--- src/rtl/cfgp_pkg.sv ---
package cfgp_pkg;

    typedef enum logic [0:0] {
        ST_IDLE = 1'b0,
        ST_RESP = 1'b1
    } bus_st_t;

    localparam logic [7:0] IX_CFG     = 8'h50;
    localparam logic [7:0] IX_CTL     = 8'h51;
    localparam logic [7:0] IX_TIM_LO  = 8'h52;
    localparam logic [7:0] IX_PF23    = 8'h57;
    localparam logic [7:0] IX_TIM_HI  = 8'h58;
    localparam logic [7:0] IX_BURST   = 8'h59;
    localparam logic [7:0] IX_SCRATCH = 8'h5B;

    localparam int NUM_TIM = int'(IX_TIM_HI) - int'(IX_TIM_LO) + 1;
    localparam int TIM_W   = $clog2(NUM_TIM);
    localparam int PF_SLOT = int'(IX_PF23) - int'(IX_TIM_LO);

    localparam logic [7:0] FAST_MASK  = 8'h27;
    localparam logic [7:0] BURST_DFLT = 8'h40;
    localparam logic [7:0] NO_REG     = 8'hFF;

endpackage

--- src/rtl/cfgp_bus_fsm.sv ---
module cfgp_bus_fsm
    import cfgp_pkg::*;
#(
    parameter int ADDR_W = 3,
    parameter logic [ADDR_W-1:0] INDEX_OFS = '0,
    parameter logic [ADDR_W-1:0] DATA_OFS  = ADDR_W'(4)
) (
    input  logic              clk,
    input  logic              rst_n,
    input  logic [ADDR_W-1:0] addr,
    input  logic              wr_en,
    input  logic              rd_en,
    input  logic [7:0]        wdata,
    input  logic [7:0]        rf_rdata,
    output logic [7:0]        idx,
    output logic              rf_we,
    output logic              rd_valid,
    output logic [7:0]        rdata
);

    bus_st_t    state_q, state_d;
    logic [7:0] idx_q;
    logic [7:0] rdata_q;
    logic       at_index, at_data, wr_index, rd_take;

    assign at_index = (addr == INDEX_OFS);
    assign at_data  = (addr == DATA_OFS);
    assign wr_index = wr_en && at_index;
    assign rf_we    = wr_en && at_data;
    assign rd_take  = rd_en && !wr_en && (at_index || at_data);

    // next-state selection: GO_RESP, STAY_RESP, BACK_IDLE
    always_comb begin
        state_d = state_q;
        unique case (state_q)
            ST_IDLE: if (rd_take) state_d = ST_RESP;
            ST_RESP: state_d = rd_take ? ST_RESP : ST_IDLE;
        endcase
    end

    // state register
    always_ff @(posedge clk) begin
        if (!rst_n) state_q <= ST_IDLE;
        else        state_q <= state_d;
    end

    // index and read capture
    always_ff @(posedge clk) begin
        if (!rst_n) begin
            idx_q   <= 8'h00;
            rdata_q <= 8'h00;
        end else begin
            if (wr_index) idx_q <= wdata;
            if (rd_take)  rdata_q <= at_index ? idx_q : rf_rdata;
        end
    end

    // outputs
    always_comb begin
        idx      = idx_q;
        rdata    = rdata_q;
        rd_valid = (state_q == ST_RESP);
    end

    assert_index_hold_R1: assert property (@(posedge clk) disable iff (!rst_n)
        !wr_index |=> $stable(idx_q));

    assert_index_load_R1: assert property (@(posedge clk) disable iff (!rst_n)
        wr_index |=> (idx_q == $past(wdata)));

    assert_resp_due_R2: assert property (@(posedge clk) disable iff (!rst_n)
        (rd_en && !wr_en && at_data) |=> rd_valid);

    assert_no_resp_R11: assert property (@(posedge clk) disable iff (!rst_n)
        (!rd_en || wr_en) |=> !rd_valid);

endmodule

--- src/rtl/cfgp_regfile.sv ---
module cfgp_regfile
    import cfgp_pkg::*;
#(
    parameter logic [1:0] REV      = 2'd2,
    parameter bit         ALT_BASE = 1'b1
) (
    input  logic                 clk,
    input  logic                 rst_n,
    input  logic                 we,
    input  logic [7:0]           idx,
    input  logic [7:0]           wdata,
    output logic [7:0]           rdata,
    output logic                 sec_en,
    output logic [3:0]           pf_dis,
    output logic                 fast_devsel,
    output logic [7:0]           burst_len,
    output logic [NUM_TIM*8-1:0] tim_flat
);

    logic [1:0] cfg_hi;
    logic [2:0] cfg_mid;
    logic [1:0] ctl_hi;
    logic [1:0] ctl_mid;
    logic       fast_q;
    logic [7:0] burst_q;
    logic [7:0] scratch_q;
    logic [7:0] tim_q [NUM_TIM];

    logic [7:0]       tim_off;
    logic [TIM_W-1:0] tim_sel;
    logic             in_tim;

    assign tim_off = idx - IX_TIM_LO;
    assign tim_sel = tim_off[TIM_W-1:0];
    assign in_tim  = (idx >= IX_TIM_LO) && (idx <= IX_TIM_HI);

    always_ff @(posedge clk) begin
        if (!rst_n) begin
            cfg_hi    <= '0;
            cfg_mid   <= '0;
            ctl_hi    <= '0;
            ctl_mid   <= '0;
            fast_q    <= 1'b0;
            burst_q   <= BURST_DFLT;
            scratch_q <= 8'h00;
        end else if (we) begin
            if (idx == IX_CFG) begin
                cfg_hi  <= wdata[7:6];
                cfg_mid <= wdata[4:2];
            end
            if (idx == IX_CTL) begin
                ctl_hi  <= wdata[7:6];
                ctl_mid <= wdata[4:3];
                fast_q  <= ((wdata & FAST_MASK) == FAST_MASK);
            end
            if (idx == IX_BURST)   burst_q   <= wdata;
            if (idx == IX_SCRATCH) scratch_q <= wdata;
        end
    end

    for (genvar k = 0; k < NUM_TIM; k++) begin : g_tim
        always_ff @(posedge clk) begin
            if (!rst_n)
                tim_q[k] <= 8'h00;
            else if (we && in_tim && (tim_sel == TIM_W'(k)))
                tim_q[k] <= wdata;
        end
        assign tim_flat[k*8 +: 8] = tim_q[k];
    end

    always_comb begin
        rdata = NO_REG;
        if (idx == IX_CFG)
            rdata = {cfg_hi, ALT_BASE, cfg_mid, REV};
        else if (idx == IX_CTL)
            rdata = {ctl_hi, fast_q, ctl_mid, {3{fast_q}}};
        else if (in_tim)
            rdata = tim_q[tim_sel];
        else if (idx == IX_BURST)
            rdata = burst_q;
        else if (idx == IX_SCRATCH)
            rdata = scratch_q;
    end

    assign sec_en      = ctl_mid[0];
    assign pf_dis      = {tim_q[PF_SLOT][3], tim_q[PF_SLOT][2], ctl_hi[1], ctl_hi[0]};
    assign fast_devsel = fast_q;
    assign burst_len   = burst_q;

    logic impl_idx;
    assign impl_idx = (idx == IX_CFG) || (idx == IX_CTL) || in_tim ||
                      (idx == IX_BURST) || (idx == IX_SCRATCH);

    assert_scratch_keep_R8: assert property (@(posedge clk) disable iff (!rst_n)
        (we && idx == IX_SCRATCH) |=> (scratch_q == $past(wdata)));

    assert_unimpl_ignored_R9: assert property (@(posedge clk) disable iff (!rst_n)
        (we && !impl_idx) |=> ($stable(tim_flat) && $stable(burst_len) &&
                               $stable(pf_dis) && $stable(sec_en) && $stable(fast_devsel)));

    assert_pf_hold_R5: assert property (@(posedge clk) disable iff (!rst_n)
        !we |=> $stable(pf_dis));

    assert_fast_hold_R6: assert property (@(posedge clk) disable iff (!rst_n)
        !(we && idx == IX_CTL) |=> $stable(fast_devsel));

endmodule

--- src/rtl/cfgp_index_port.sv ---
module cfgp_index_port
    import cfgp_pkg::*;
#(
    parameter int         ADDR_W   = 3,
    parameter logic [1:0] REV      = 2'd2,
    parameter bit         ALT_BASE = 1'b1
) (
    input  logic                 clk,
    input  logic                 rst_n,
    input  logic [ADDR_W-1:0]    host_addr,
    input  logic                 host_wr,
    input  logic                 host_rd,
    input  logic [7:0]           host_wdata,
    output logic [7:0]           host_rdata,
    output logic                 host_rvalid,
    output logic                 sec_chan_en,
    output logic [3:0]           pf_disable,
    output logic                 fast_devsel,
    output logic [7:0]           burst_cfg,
    output logic [NUM_TIM*8-1:0] drive_timing
);

    logic [7:0] idx;
    logic [7:0] rf_rdata;
    logic       rf_we;

    cfgp_bus_fsm #(
        .ADDR_W    (ADDR_W),
        .INDEX_OFS ('0),
        .DATA_OFS  (ADDR_W'(4))
    ) u_bus (
        .clk      (clk),
        .rst_n    (rst_n),
        .addr     (host_addr),
        .wr_en    (host_wr),
        .rd_en    (host_rd),
        .wdata    (host_wdata),
        .rf_rdata (rf_rdata),
        .idx      (idx),
        .rf_we    (rf_we),
        .rd_valid (host_rvalid),
        .rdata    (host_rdata)
    );

    cfgp_regfile #(
        .REV      (REV),
        .ALT_BASE (ALT_BASE)
    ) u_regs (
        .clk         (clk),
        .rst_n       (rst_n),
        .we          (rf_we),
        .idx         (idx),
        .wdata       (host_wdata),
        .rdata       (rf_rdata),
        .sec_en      (sec_chan_en),
        .pf_dis      (pf_disable),
        .fast_devsel (fast_devsel),
        .burst_len   (burst_cfg),
        .tim_flat    (drive_timing)
    );

endmodule

--- config.mk ---
export PLATFORM = sky130hd
export DESIGN_NAME = cfgp_index_port
export DESIGN_NICKNAME = d
export VERILOG_FILES = /design/src/rtl/cfgp_pkg.sv /design/src/rtl/cfgp_bus_fsm.sv /design/src/rtl/cfgp_regfile.sv /design/src/rtl/cfgp_index_port.sv
export SDC_FILE = /design/constraint.sdc
export NUM_CORES = 1
export LEC_CHECK = 0
export ABC_AREA = 1
export BUFFER_PORTS_ARGS = -buffer_cell sky130_fd_sc_hd__buf_4
export CAP_MARGIN = 20
export CORE_UTILIZATION = 59
export CTS_CLUSTER_DIAMETER = 200
export CTS_CLUSTER_SIZE = 28
export DETAILED_ROUTE_END_ITERATION = 12
export PLACE_DENSITY = 0.85
export SLEW_MARGIN = 20
export SYNTH_ARGS = -nofsm -noshare
export SYNTH_HDL_FRONTEND = slang
export SYNTH_SLANG_ARGS = --single-unit
--- constraint.sdc ---
create_clock -name clk -period 5.5 [get_ports clk]
set_clock_uncertainty 0.15 [all_clocks]
set_input_delay 0.55 -clock clk [delete_from_list [all_inputs] [get_ports clk]]
set_output_delay 0.55 -clock clk [all_outputs]
set_load 0.02 [all_outputs]
==> flow_summary.ini, run 1 <==
[floorplanning]
die_x_um = 92.07
rows = 32
coreArea_um2 = 7767
die_area_um2 = 8476
start_util_pct = 61.61
ioPinCount = 94
die_h_um = 92.07

[timing]
slew_viol_final = 0
worst_pin_slew_ns = 1.081
setup-violations-final = 0
grt_setup_unrepaired = false
final_hold_viol_count = 0
layout_min_cycle_time_ns = 3.584
period_share_pct = 65.16
whs_ns = 0.3062
relSlewSlack_pct = 27.17
timing.fmax_mhz = 279.0
fin_tns_setup_ns = 0

[worst_setup_path]
crit_type = reg2reg
r2r-start = u_bus.idx[1]$_SDFFE_PN0P_
startpoint = u_bus.idx[1]$_SDFFE_PN0P_
cp_data_required_time_ns = 5.34
start_kind = register
crit_arrival_ns = 3.43
worstPathMaxFanout = 28
endpoint_kind = register

[detailed_routing]
via_count = 4326
dr.pass1.iters = 9
ant_nets = 0
drt_iter0_markers = 434
vias_per_cell = 5.807
wl_per_cell_um = 17.99
wirelength_um = 13400
drc = 0

[hold_path]
min_from = u_regs.scratch_q[0]$_SDFFE_PN0P_
min_path_type = reg2reg

[final_layout]
final_cell_mix = nand2_1, buf_4, nor2_1, a21oi_1, edfxtp_1
final_util_pct = 72.58
num_antenna_cells = 0
final_common_cell = nand2_1
area_delta_synth_final_pct = 17.80
fill_cells = 628
nNetsFinal = 654
drive_above_1_share_pct = 22.55

[power_and_ir_drop]
p_per_area_nw_per_um2 = 246.1
vdd_drop_max_mv = 0.1500
power_frac_comb_pct = 10.4
p_sw_uw = 367.3
sw_frac_of_total_pct = 26.47
static-leakage-power_nw = 2.435
seqPwrFrac_pct = 58.9
clockPowerShare_pct = 30.7
intPower_mw = 1.020

[grt]
grt_pass1_vias = 3863
antenna_found_initial = 0
grt_max_degree = 51
grt-ovfl-total = 0
track_usage_pct = 32.69
grt_pass1_wl_um = 20620

[clocking]
cts_resized = 0
root_buffer = clkbuf_8
ctsHoldBuffers = 0
clk_pin_slew_ns = 0.09
cts_buffers = 9
cts_tree = yes
cts_max_level = 3
post_cts_buffers = 0
cts.sinks = 99
clkLatencyLatePin_ns = 0.37
ctsLongestPathBuffers = 2

[logic_synthesis]
synth_top_area_share_pct = 35.14
ys_ff_latch = 99
synth-seq-area-share_pct = 53.12
async_reset_ff_share_pct = 0
syn_nets = 573
avgSynthCellArea_um2 = 8.592
synth_edf_count = 56
ys_types = 30
synth_area_leader_cell = edfxtp_1
synthFlopType = edfxtp_1
yosys_warnings = 0
ys_top_cells_by_area = edfxtp_1, dfxtp_1, nand2_1
synthesis.instances = 557
syn-cell-area_um2 = 4786

[flow_run]
maxCapViolations = 0

[placement]
gp_congestion = 0.9488
dp_hpwl_um = 9899
io_buffers = 93

[status]
status = complete, no violations
-- flip-flops by register name, summed over array words and instances, names as in the netlist --
name                flops
u_regs.tim_q           56
u_bus.idx               8
u_bus.rdata             8
u_regs.burst_len        8
u_regs.scratch_q        8
u_regs.cfg_mid          3
u_regs.cfg_hi           2
u_regs.ctl_hi           2
u_regs.ctl_mid          2
u_bus.rd_valid          1
u_regs.fast_devsel      1
-- Yosys cell counts (3+ instances only) --
library cell and instances:
a21oi_1 63, o21ai_0 41, o22ai_1 4, nor2_1 83, inv_2 11, o21ai_1 5, edfxtp_1 56, buf_4 7
buf_6 3, inv_1 39, dfxtp_1 43, clkbuf_1 6, nor2_8 3, nor2_4 6, buf_2 6, clkinv_1 4
nand2_2 5, nor2_2 3, nand3_4 7, nand2_1 102, nand3_1 49
-- through the flow --
| step | std cells | instance area (um^2) | worst slack [ns] | total power [mW] |
|---|---|---|---|---|
| after floorplan | 557 | 4786 | 2.912 | 0.9129 |
| after global placement | 729 | 5469 | 2.114 | 0.9738 |
| after detailed placement | 729 | 5469 | 1.912 | 0.9754 |
| after CTS | 745 | 5638 | 1.910 | 1.388 |
| after global routing | 745 | 5638 | 1.727 | 1.430 |
| final | 745 | 5638 | 1.916 | 1.388 |
-- area by class of cell --
cell class              count  area, um^2  share of cell area [%]
repair buffers             93       698.2                   12.38
clock inverters             4       23.77                  0.4217
inverters                  54       202.7                   3.595
well taps                 102       127.6                   2.264
clock buffers              12       145.1                   2.574
multi-input cells         381        1898                   33.67
flip-flops and latches     99        2542                   45.10
-- worst max-delay path, stage by stage (launching register included) --
cell and delay (ns):
dfxtp_1 1.02, ha_1 0.63, inv_1 0.28, nor2_8 0.23, inv_2 0.06, o21ai_0 0.84
-- per-layer routing --
metal	vias to the layer above	routed length, um	track usage (%)
li1	2024	-	-
met1	1977	5416	45.62
met2	290	6165	50.62
met3	35	1432	6.633
met4	0	387	11.72
met5	-	0	0
-- worst paths after layout --
| check | endpoint | slack [ns] | cells past startpoint |
|---|---|---|---|
| max | u_regs.tim_q[4][6]$_SDFFCE_PN0P_ | 1.92 | 5 |
| max reg2reg | u_regs.tim_q[4][6]$_SDFFCE_PN0P_ | 1.92 | 5 |
| min | u_regs.scratch_q[0]$_SDFFE_PN0P_ | 0.31 | 2 |
| min reg2reg | u_regs.scratch_q[0]$_SDFFE_PN0P_ | 0.31 | 2 |
-- kinds of logic after synthesis --
group,after synthesis,synth area share (%)
AOI/OAI and AO/OA,116,12.42
DFF,99,53.12
and+or+nand+nor,264,26.98
adders and majority gates,1,0.2614
buffers and inverters,77,7.215
-- power groups by stage --
| stage | sequential (mW) | clock, mW | combinational [mW] |
|---|---|---|---|
| global placement | 0.833 | 0 | 0.141 |
| floorplan | 0.845 | 0 | 0.0681 |
| CTS | 0.816 | 0.428 | 0.143 |
| finish | 0.817 | 0.426 | 0.145 |
| detailed placement | 0.833 | 0 | 0.143 |
| global route | 0.818 | 0.457 | 0.155 |
No activity file was read; power rests on OpenSTA's default activity.
==> run 2, diff against run 1 <==
Settings changed: CORE_UTILIZATION 59 to 50, PLACE_DENSITY 0.85 to 0.76.
Clock period 5.5 ns to 2.9 ns, I/O delays scaled along.
==> run 2 against run 1 <==
- die area up 18%
- sequential power up 88%
- largest power group unchanged
- worst setup slack worse by 1.6 ns
- highest routed layer unchanged
- via count down 0.58%
- final area up 2.4%
- clock power up 97%
- register-to-register slack worse by 1.6 ns
- combinational power up 100%
- critical path type unchanged
- count of clock-buffer cells in the layout down 3
- first-iteration DRC count down 23%
==> flow_summary.ini, run 2 (same netlist as run 1, synthesis figures left out) <==
[detailed_routing]
via_count = 4301
drc = 0
wirelength_um = 13620
dr.pass1.iters = 5
ant_nets = 0
wl_per_cell_um = 17.37
drt_iter0_markers = 336
vias_per_cell = 5.486

[flow_run]
maxCapViolations = 0

[worst_setup_path]
reg2reg_depth = 12
reg2reg_to = u_regs.tim_q[0][2]$_SDFFCE_PN0P_
crit_arrival_ns = 2.51
worstPathMaxFanout = 18
endpoint_kind = register
start_kind = register
rrSetupSlack_ns = 0.32
startpoint = u_bus.idx[5]$_SDFFE_PN0P_
crit_type = reg2reg
r2r-start = u_bus.idx[5]$_SDFFE_PN0P_
cp_data_required_time_ns = 2.83

[placement]
dp_hpwl_um = 10010
io_buffers = 93
gp_congestion = 0.9177
pre_cts_ws_ns = 0.3628

[floorplanning]
ioPinCount = 94
die_area_um2 = 9967
die_h_um = 99.84
coreArea_um2 = 9240
die_x_um = 99.84
rows = 35
start_util_pct = 51.79

[grt]
grt_pass1_vias = 3882
antenna_found_initial = 0
use_met3_pct = 4.944
gr-usage-met1_pct = 39.19
grt_max_degree = 51
track_usage_pct = 28.04
grt-busiest-layer = met2
grt_use_met2_pct = 42.71
grt-ovfl-total = 0
grt_pass1_wl_um = 20860

[hold_path]
hold_path_depth = 3
min_path_type = in2reg
min_from = host_wdata[7]
whs_endpoint = u_regs.cfg_hi[1]$_SDFFE_PN0P_

[timing]
layout_min_cycle_time_ns = 2.578
relSlewSlack_pct = 59.84
fin_ws_ns = 0.3218
worst_pin_slew_ns = 0.6024
timing.fmax_mhz = 387.9
period_share_pct = 88.90
whs_ns = 0.07715
grt_setup_unrepaired = false
fin_tns_setup_ns = 0
setup-violations-final = 0
final_hold_viol_count = 0
slew_viol_final = 0

[status]
status = complete, no violations

[clocking]
ctsLongestPathBuffers = 2
cts_buffers = 9
root_buffer = clkbuf_8
ctsHoldBuffers = 0
clk_pin_slew_ns = 0.11
cts.sinks = 99
cts_tree = yes
post_cts_buffers = 0
clkLatencyLatePin_ns = 0.37
cts_max_level = 3
cts_resized = 0

[final_layout]
drive_above_1_share_pct = 24.12
final_cell_mix = buf_4, nand2_1, nor2_1, a21oi_1, edfxtp_1
regMostFlops = u_regs.tim_q
num_antenna_cells = 0
largest_register_ffs = 56
nNetsFinal = 666
final_common_cell = buf_4
area_delta_synth_final_pct = 20.68

[power_and_ir_drop]
static-leakage-power_nw = 2.495
power_mw = 2.677
p_per_area_nw_per_um2 = 463.5
vdd_drop_max_mv = 0.2982
run 2: per-layer routing:
metal / part of all wire, % / vias to the layer above / wire length (um)
met1: 42 / 2008 / 5742
met3: 8.9 / 36 / 1213
met4: 3.0 / 0 / 412
met5: 0 / - / 0
met2: 46 / 209 / 6246
li1: - / 2048 / -
run 2: how the worst max path moves through the flow:
stage,end,slack (ns),depth (start not counted)
global placement,u_regs.tim_q[0][3]$_SDFFCE_PN0P_,0.43,11
finish,u_regs.tim_q[0][2]$_SDFFCE_PN0P_,0.32,12
detailed placement,u_regs.tim_q[0][7]$_SDFFCE_PN0P_,0.36,11
floorplan,u_regs.tim_q[6][0]$_SDFFCE_PN0P_,0.53,11
CTS,u_regs.tim_q[0][3]$_SDFFCE_PN0P_,0.35,12
global route,u_regs.tim_q[0][3]$_SDFFCE_PN0P_,0.11,12
run 2: worst max-delay path: stages, from the launching register on:
cell,delay [ns]
dfxtp_1,0.35
inv_2,0.08
nand2_1,0.13
nor2_8,0.27
nand2_1,0.09
nand2_1,0.08
nand2_2,0.07
nor2_2,0.09
inv_2,0.09
nor2_8,0.18
inv_2,0.07
o21ai_1,0.39
buf_4,0.23
run 2: cell type report:
class / instances / area [um^2]
well taps: 129 / 161.4
clock inverters: 7 / 58.81
flip-flops and latches: 99 / 2542
multi-input cells: 381 / 1898
fillers: 817 / 3465
repair buffers: 105 / 788.3
clock buffers: 9 / 123.9
inverters: 54 / 202.7
run 2: stage by stage:
step | std cells | instance area, um^2 | util (%)
CTS | 784 | 5776 | 62.51
global route | 784 | 5776 | 62.51
detailed placement | 768 | 5593 | 60.53
finish | 784 | 5776 | 62.51
global placement | 768 | 5593 | 60.53
floorplan | 557 | 4786 | -
run 2: power by group:
group	internal [mW]	switching, mW	total [mW]
registers	1.51	0.0300	1.54
clock network	0.328	0.513	0.841
logic	0.0947	0.199	0.293
